===== src/rtl/cmp_pkg.sv =====
package cmp_pkg;
  localparam int CNT_W  = 64;
  localparam int DATA_W = 32;
  localparam int INC_W  = 32;
  localparam int ADDR_W = 5;

  localparam logic [ADDR_W-1:0] OFS_CTRL = 5'h08;
  localparam logic [ADDR_W-1:0] OFS_STAT = 5'h0C;
  localparam logic [ADDR_W-1:0] OFS_CMPL = 5'h10;
  localparam logic [ADDR_W-1:0] OFS_CMPH = 5'h14;
  localparam logic [ADDR_W-1:0] OFS_STEP = 5'h18;

  typedef struct packed {
    logic auto_adv;   // bit 3
    logic irq_en;     // bit 2
    logic cmp_en;     // bit 1
  } core_ctl_t;

  function automatic logic cmp_reached(input logic [CNT_W-1:0] cnt,
                                       input logic [CNT_W-1:0] thr);
    return cnt >= thr;
  endfunction

  function automatic logic [CNT_W-1:0] cmp_advance(input logic [CNT_W-1:0] thr,
                                                   input logic [INC_W-1:0] step);
    return thr + {{(CNT_W-INC_W){1'b0}}, step};
  endfunction

  function automatic logic [CNT_W-1:0] put_half(input logic [CNT_W-1:0] old,
                                                input logic hi,
                                                input logic [DATA_W-1:0] d);
    logic [CNT_W-1:0] r;
    r = old;
    if (hi) r[CNT_W-1:DATA_W] = d;
    else    r[DATA_W-1:0]     = d;
    return r;
  endfunction
endpackage


===== src/rtl/cmp_regs.sv =====
module cmp_regs
  import cmp_pkg::*;
(
  input  logic              clk_i,
  input  logic              rst_ni,
  input  logic              wr_en_i,
  input  logic [ADDR_W-1:0] wr_addr_i,
  input  logic [DATA_W-1:0] wr_data_i,
  output core_ctl_t         ctl_o,
  output logic [INC_W-1:0]  step_o,
  output logic              thr_lo_we_o,
  output logic              thr_hi_we_o,
  output logic              stat_clr_o
);
  core_ctl_t        ctl_q;
  logic [INC_W-1:0] step_q;

  always_ff @(posedge clk_i or negedge rst_ni) begin
    if (!rst_ni) begin
      ctl_q  <= '0;
      step_q <= '0;
    end else if (wr_en_i) begin
      if (wr_addr_i == OFS_CTRL) ctl_q  <= core_ctl_t'(wr_data_i[3:1]);
      if (wr_addr_i == OFS_STEP) step_q <= wr_data_i[INC_W-1:0];
    end
  end

  assign ctl_o       = ctl_q;
  assign step_o      = step_q;
  assign thr_lo_we_o = wr_en_i && (wr_addr_i == OFS_CMPL);
  assign thr_hi_we_o = wr_en_i && (wr_addr_i == OFS_CMPH);
  assign stat_clr_o  = wr_en_i && (wr_addr_i == OFS_STAT) && wr_data_i[0];
endmodule


===== src/rtl/cmp_engine.sv =====
module cmp_engine
  import cmp_pkg::*;
(
  input  logic              clk_i,
  input  logic              rst_ni,
  input  logic [CNT_W-1:0]  timebase_i,
  input  logic              timer_en_i,
  input  core_ctl_t         ctl_i,
  input  logic [INC_W-1:0]  step_i,
  input  logic              thr_lo_we_i,
  input  logic              thr_hi_we_i,
  input  logic [DATA_W-1:0] wr_data_i,
  input  logic              stat_clr_i,
  output logic [CNT_W-1:0]  thr_o,
  output logic              stat_o,
  output logic              irq_o
);
  logic [CNT_W-1:0] thr_q, thr_d;
  logic             stat_q;
  logic             hit_evt;
  logic             adv_evt;
  logic             sw_thr_wr;

  assign hit_evt   = timer_en_i && ctl_i.cmp_en && cmp_reached(timebase_i, thr_q);
  assign sw_thr_wr = thr_lo_we_i || thr_hi_we_i;
  assign adv_evt   = hit_evt && ctl_i.auto_adv && !sw_thr_wr;

  always_comb begin
    thr_d = thr_q;
    if (sw_thr_wr)    thr_d = put_half(thr_q, thr_hi_we_i, wr_data_i);
    else if (adv_evt) thr_d = cmp_advance(thr_q, step_i);
  end

  always_ff @(posedge clk_i or negedge rst_ni) begin
    if (!rst_ni) begin
      thr_q  <= '0;
      stat_q <= 1'b0;
    end else begin
      thr_q <= thr_d;
      if (hit_evt)         stat_q <= 1'b1;
      else if (stat_clr_i) stat_q <= 1'b0;
    end
  end

  assign thr_o  = thr_q;
  assign stat_o = stat_q;
  assign irq_o  = stat_q && ctl_i.irq_en;


  sticky_set_chk: assert property (@(posedge clk_i) disable iff (!rst_ni)
    hit_evt |=> stat_q);

  event_beats_clear_chk: assert property (@(posedge clk_i) disable iff (!rst_ni)
    (hit_evt && stat_clr_i) |=> stat_q);

  clear_works_chk: assert property (@(posedge clk_i) disable iff (!rst_ni)
    (stat_clr_i && !hit_evt) |=> !stat_q);

  flag_holds_chk: assert property (@(posedge clk_i) disable iff (!rst_ni)
    (!hit_evt && !stat_clr_i) |=> (stat_q == $past(stat_q)));

  step_add_chk: assert property (@(posedge clk_i) disable iff (!rst_ni)
    adv_evt |=> (thr_q == $past(thr_q) + {{(CNT_W-INC_W){1'b0}}, $past(step_i)}));

  no_event_when_off_chk: assert property (@(posedge clk_i) disable iff (!rst_ni)
    (!timer_en_i || !ctl_i.cmp_en) |-> !hit_evt);

  sw_write_wins_chk: assert property (@(posedge clk_i) disable iff (!rst_ni)
    thr_lo_we_i |=> (thr_q[DATA_W-1:0] == $past(wr_data_i)));
endmodule


===== src/rtl/cmp_autoinc_unit.sv =====
module cmp_autoinc_unit
  import cmp_pkg::*;
(
  input  logic              clk_i,
  input  logic              rst_ni,
  input  logic [63:0]       timebase_i,
  input  logic              timer_en_i,
  input  logic              wr_en_i,
  input  logic [4:0]        wr_addr_i,
  input  logic [31:0]       wr_data_i,
  input  logic [4:0]        rd_addr_i,
  output logic [31:0]       rd_data_o,
  output logic              irq_o
);
  core_ctl_t        ctl;
  logic [INC_W-1:0] step;
  logic             thr_lo_we, thr_hi_we, stat_clr;
  logic [CNT_W-1:0] thr;
  logic             stat;

  cmp_regs u_regs (
    .clk_i(clk_i), .rst_ni(rst_ni),
    .wr_en_i(wr_en_i), .wr_addr_i(wr_addr_i), .wr_data_i(wr_data_i),
    .ctl_o(ctl), .step_o(step),
    .thr_lo_we_o(thr_lo_we), .thr_hi_we_o(thr_hi_we), .stat_clr_o(stat_clr)
  );

  cmp_engine u_engine (
    .clk_i(clk_i), .rst_ni(rst_ni),
    .timebase_i(timebase_i), .timer_en_i(timer_en_i),
    .ctl_i(ctl), .step_i(step),
    .thr_lo_we_i(thr_lo_we), .thr_hi_we_i(thr_hi_we),
    .wr_data_i(wr_data_i), .stat_clr_i(stat_clr),
    .thr_o(thr), .stat_o(stat), .irq_o(irq_o)
  );

  always_comb begin
    rd_data_o = '0;
    case (rd_addr_i)
      OFS_CTRL: rd_data_o = {28'd0, ctl, timer_en_i};
      OFS_STAT: rd_data_o = {31'd0, stat};
      OFS_CMPL: rd_data_o = thr[DATA_W-1:0];
      OFS_CMPH: rd_data_o = thr[CNT_W-1:DATA_W];
      OFS_STEP: rd_data_o = step;
      default:  rd_data_o = '0;
    endcase
  end


  irq_needs_enable_chk: assert property (@(posedge clk_i) disable iff (!rst_ni)
    irq_o |-> (ctl.irq_en && stat));
endmodule


===== config.mk =====
export PLATFORM = sky130hd
export DESIGN_NAME = cmp_autoinc_unit
export DESIGN_NICKNAME = d
export VERILOG_FILES = /design/src/rtl/cmp_pkg.sv /design/src/rtl/cmp_regs.sv /design/src/rtl/cmp_engine.sv /design/src/rtl/cmp_autoinc_unit.sv
export SDC_FILE = /design/constraint.sdc
export NUM_CORES = 1
export LEC_CHECK = 0
export ABC_AREA = 0
export BUFFER_PORTS_ARGS = -buffer_cell sky130_fd_sc_hd__buf_2
export CORE_UTILIZATION = 53
export DETAILED_ROUTE_END_ITERATION = 6
export GPL_ROUTABILITY_DRIVEN = 0
export HOLD_SLACK_MARGIN = 0.1
export PLACE_DENSITY_LB_ADDON = 0.15
export SETUP_SLACK_MARGIN = 0.5
export SLEW_MARGIN = 30
export SYNTH_ARGS = -nofsm -noshare
export SYNTH_HDL_FRONTEND = slang
export SYNTH_HIERARCHICAL = 1
export SYNTH_SLANG_ARGS = --single-unit

===== constraint.sdc =====
create_clock -name clk_i -period 3.2 [get_ports clk_i]
set_clock_uncertainty 0.05 [all_clocks]
set_input_delay 0.64 -clock clk_i [delete_from_list [all_inputs] [get_ports clk_i]]
set_output_delay 0.64 -clock clk_i [all_outputs]
set_load 0.05 [all_outputs]

Word-level counts from Yosys, hierarchy flattened
Cells that the tools add are included. W data, S select, Z words.

Flip-flop bits (word level): 100. Bits of input ports: 110. Output and inout bits: 33. Logic and storage cells: 45.

Add/sub/neg operators: 1. Magnitude comparators: 1. Eq/ne operators: 12. Mux-type cells: 7. Reduce and logical (&&, ||, !) cells: 17.

Operators by type and width (number): $pmux W32 S5 (1); $mux W64 (2); $add A64 B32 Y64 (1); $ge A64 B64 Y1 (1); $mux W32 (2); $eq A5 B5 Y1 const B (6); $eq A5 B4 Y1 const B (4); $logic_and A1 B1 Y1 (9); $reduce_and A2 Y1 (4); $reduce_bool A2 Y1 (2); $mux W1 (2); $ne A2 B1 Y1 const B (1); $ne A2 B2 Y1 const B (1); $logic_not A1 Y1 (1); $logic_or A1 B1 Y1 (1).

Depth between registers and ports, before layout
Depth in word-level cells: 7. Gate-level depth with buffers: 13. Mapped depth without buffers: 12.

Cells and area by module
Netlist, hierarchy kept.

By module, submodules not included: cmp_engine (instances 1, cells an instance 875, area an instance 6972.9 um2, seq. area each 1626.6 um2); cmp_regs (instances 1, cells an instance 82, area an instance 1526.5 um2, seq. area each 875.8 um2); cmp_autoinc_unit (instances 1, cells an instance 87, area an instance 765.7 um2, seq. area each 0.0 um2).

Least setup slack after synthesis
OpenSTA, ideal clock, no wires.

Path kind: input -> register. Start: input port timebase_i[13]. End: register u_engine.thr_q[3], in the netlist u_engine/thr_o[3]. Setup time: 128 ps. Data arrival time: 2959 ps. Required time: 3022 ps. Path slack: 63 ps. Cell stages on the path: 10. Buffers on the path: 1. Cell sequence: ha_1 > a21o_1 > a21o_1 > a221o_1 > a211o_1 > a41oi_2 > a21oi_1 > o21ai_2 > buf_2 > mux2_1.

Cells in the longest elaborated chain, start to end: 6.

Ends and longest elaborated chain: start: declaration (line cmp_autoinc_unit.sv:6) `input logic [63:0] timebase_i,`; $ge A64 B64 Y1 (line cmp_pkg.sv:21) `return cnt >= thr;`; $logic_and A1 B1 Y1 (line cmp_engine.sv:24) `assign hit_evt = timer_en_i && ctl_i.cmp_en && cmp_reached(timebase_i, thr_q);`; $logic_and A1 B1 Y1 (2 in a row) (line cmp_engine.sv:26) `assign adv_evt = hit_evt && ctl_i.auto_adv && !sw_thr_wr;`; $reduce_bool A2 Y1 (no line); $reduce_and A2 Y1 (no line); end signal: assignment (line cmp_engine.sv:39) `thr_q <= thr_d;`; end: declaration (line cmp_engine.sv:18) `logic [CNT_W-1:0] thr_q, thr_d;`.

Every way passes these cells. A chain may end at the register's enable or synchronous reset.

Worst setup path after layout
Start: register u_regs.step_q[1], in the netlist u_regs/step_o[1]. End: register u_engine.thr_q[53], in the netlist u_engine/thr_o[53].

Cells in the longest elaborated chain, start to end: 3.

Ends and longest elaborated chain: start: declaration (line cmp_regs.sv:16) `logic [INC_W-1:0] step_q;`; start signal: assignment (line cmp_regs.sv:24) `if (wr_addr_i == OFS_STEP) step_q <= wr_data_i[INC_W-1:0];`; $add A64 B32 Y64 (line cmp_pkg.sv:26) `return thr + {{(CNT_W-INC_W){1'b0}}, step};`; $mux W64 (line cmp_engine.sv:31) `else if (adv_evt) thr_d = cmp_advance(thr_q, step_i);`; $mux W64 (line cmp_engine.sv:30) `if (sw_thr_wr) thr_d = put_half(thr_q, thr_hi_we_i, wr_data_i);`.

Every way passes these cells. The select of a mux whose other input is x is not followed.

==> summary.md <==
| Metric | Value |
|---|---|
| Clock power frac | 0.134 |
| Crit. End Element | flip-flop |
| Top cells by area, synth | dfrtp_1 (27%), ha_1 (13%), mux2_4 (4.9%) |
| Synth warn | 6 |
| Hold Fails Final Rpt | 0 |
| Peak Freq | ~0.3 GHz |
| Row cnt | 47 |
| Maximum clock path buffer count | 2 |
| Critical path's top delay family | compound AO/OA/AOI/OAI gates |
| Finished Layout Cells | 1576 |
| CTS sink count | 100 |
| Layout cells sized above 1 | 0.454 |
| Final net count | between 1.5k and 2k |
| Drt pass-1 iters | 7 |
| Seq/Total Area, Yosys | 0.270 |
| MaxCap Viol Count | 0 |
| Post-DR wirelength/cell | roughly 26 um |
| Avg Cell Area, Syn | 8.87 um2 |
| Met3 routed WL | about 5000 um |
| CTS tree | yes |
| IO Pins | around 140 |
| DP Worst Slack | -0.192 ns |
| Synth Instances | about 1.0k |
| Switch share | 0.473 |
| Syn-to-layout area delta | 54.0% |
| Vias per cell | ~7 |
| Largest area contributor in the netlist | dfrtp_1 |
| WL met1 | ~15000 um |
| Vias | about 11k |
| RSZ-0062 raised after global routing | true |
| Seq cells post-synth | 100 |
| Die height | ~130 um |
| Worst VDD drop | roughly 460 uV |
| Arr. time, crit path | roughly 3.6 ns |
| Internal | ~4400 uW |
| DRC Markers | 0 |
| Top FF cell, synth | dfrtp_1 |
| Switching power | approximately 4000 uW |
| Minimum clock period | 3.36 ns |
| Antenna violations before repair | 1 |
| Failing checks | setup timing |
| Max Used Layer | met4 |
| Top-area cell type share of the netlist area | 0.270 |
| Placed instance count | between 1k and 1.5k |
| Crit Path Max Fanout | 4 |
| Logic pwr share | 0.646 |
| Endpoints failing setup | 13 |
| H-Tree Depth | 3 |
| Final HPWL DP | approximately 24000 um |
| Final setup margin | -0.158 ns |
| Tot GR Track Use | 0.401 |
| Post-Syn Area | a little over 0.009 mm2 |
| Synth cell types | 86 |
| Crit share post-route | 1.05 |
| Clk slew on worst S/H paths | roughly 0.080 ns |
| Rel. slew slack | 0.546 |
| Post-synth EDFFs | 0 |
| Number of global-route vias before repair | roughly 10k |
| PortBufs | around 140 |
| Count leader, synth | dfrtp_1 |
| Critical Path RT | roughly 3.4 ns |
| Routed wire length | 40700 um |
| Worst-margin pin slew | between 0.6 and 0.7 ns |
| Width of the die | between 100 and 150 um |
| Startpoint types | flip-flop |
| Worst path slowest cell | a211o_1 |
| Initial DRC Count | 1893 |
| Clk Latency, worst-skew pair | about 0.38 ns |
| Sequential Power Share | 0.220 |
| Async SR Flop Fraction | 1.00 |
| Slew Viols, Final | 0 |
| Pin count of the biggest net entering global routing | between 60 and 70 |
| First-pass GRT wire length | ~55000 um |
| Core footprint | 0.0168 mm2 |
| Crit path kind | flip-flop to flip-flop |
| Syn_nets | about 1.3k |
| CTS Hold Bufs | 0 |
| Clock Tree Root | clkbuf_16 |
| Met2 wire len | 17600 um |
| CP Cell Sequence | ha_1, a21o_1, nand4_1, a211o_1, a2111oi_4, buf_4, nor4_4, nand3b_4, nor3_4, buf_4, a311oi_1, a211oi_2 |
| Die area | ~0.018 mm2 |
| Leak | 0.00635 uW |
| Status | complete, but fails checks |
| Gr ovfl total | 0 |
| CP bufs+invs | 2 |
| Worst hold slack | 0.0953 ns |
| Number of routed nets with antenna violations | 0 |
| CTS buffer count | 9 |
| Post-synth top cells | dfrtp_1 (100), ha_1 (96), nand2_1 (88), a21oi_1 (85), inv_1 (75) |
| Initial core utilization | 0.551 |
| Critical Path Max Stage Delay | roughly 0.45 ns |
| Hold/Removal Path Class | input port to asynchronous set/reset pin |
| Most frequent CP cell | buf_4 |
| PwrDens | 591 mW/mm2 |
| R2R Setup Slk | -0.16 ns |
state kept, by name, summed over array words and instances, names as in the netlist:
register         flops
u_engine/thr_o      64
u_regs/step_o       32
u_regs/ctl_o         3
u_engine/stat_o      1
cells by family after synthesis:
logic type	after synthesis	share of synthesized area
adders and majority gates	97	0.132
muxes	83	0.107
and+or+nand+nor	284	0.158
xor gates and xnor gates	27	0.0255
buffers and inverters	123	0.0609
DFF	100	0.270
AOI/OAI and AO/OA	330	0.246
stage by stage:
step	instance area, um2	setup TNS [ns]	power [uW]	utilization
after floorplan	10200	0	4670	-
after global placement	11900	-1.50	6010	0.710
after detailed placement	11900	-6.91	6130	0.710
after CTS	13600	0	7700	0.810
after global routing	14300	-1.93	8750	0.848
final	14300	-0.707	8430	0.848
power groups by stage:
stage / logic (uW) / clock network, uW / registers [uW]
floorplan: 2870 / 0 / 1790
global placement: 4200 / 0 / 1810
detailed placement: 4300 / 0 / 1830
CTS: 4800 / 1090 / 1820
global route: 5710 / 1170 / 1880
finish: 5450 / 1130 / 1860
layer usage:
metal,vias to the layer above,GRT usage
met2,1026,0.632
met4,0,0.203
met3,312,0.0790
li1,4539,-
met1,5193,0.523
met5,-,0
repair_timing:
| action | in CTS | in global routing |
|---|---|---|
| setup buffers | 38 | 18 |
| cloned | 13 | 1 |
| setup endpoints to repair | 93 | 95 |
| pin swaps | 52 | 51 |
| resized for setup | 178 | 116 |
layout make-up:
class | count | area (um2)
timing repair buffer | 343 | 3070
clock buffer | 11 | 243
antenna | 1 | 2.50
clock inverter | 5 | 37.5
inverter | 75 | 284
sequential | 100 | 2510
fill | 852 | 2550
tap | 220 | 275
multi-input combinational | 821 | 7850
cell usage in the layout (no fill, tap or decap), types with 29 or more instances in the layout:
cell       n
buf_4    149
o21ai_0   29
mux2_4    33
inv_1     67
nor2_1    62
dfrtp_1   94
buf_2    107
mux2i_1   45
a21oi_1   57
buf_6     42
nand2_1   74
ha_1      85
worst reg2reg max path: stages, from the launching register on:
cell and delay (ns):
dfrtp_1 0.41, ha_1 0.30, a21o_1 0.17, nand4_1 0.19
a211o_1 0.45, a2111oi_4 0.37, buf_4 0.19, nor4_4 0.06
nand3b_4 0.23, nor3_4 0.33, buf_4 0.20, a311oi_1 0.12
a211oi_2 0.19
worst paths after layout:
| path | start | to | cells past startpoint |
|---|---|---|---|
| worst max-delay path | u_regs/step_o[1] | u_engine/thr_o[53] | 12 |
| worst min-delay path | rst_ni | u_regs/step_o[6] | 1 |
| worst max register to register | u_regs/step_o[1] | u_engine/thr_o[53] | 12 |
| worst min register to register | u_regs/ctl_o[1] | u_regs/ctl_o[1] | 1 |
| max in group asynchronous | rst_ni | u_engine/thr_o[60] | 2 |
| min in group clk_i | wr_data_i[5] | u_regs/step_o[5] | 2 |
(Power assumes the default switching activity.)
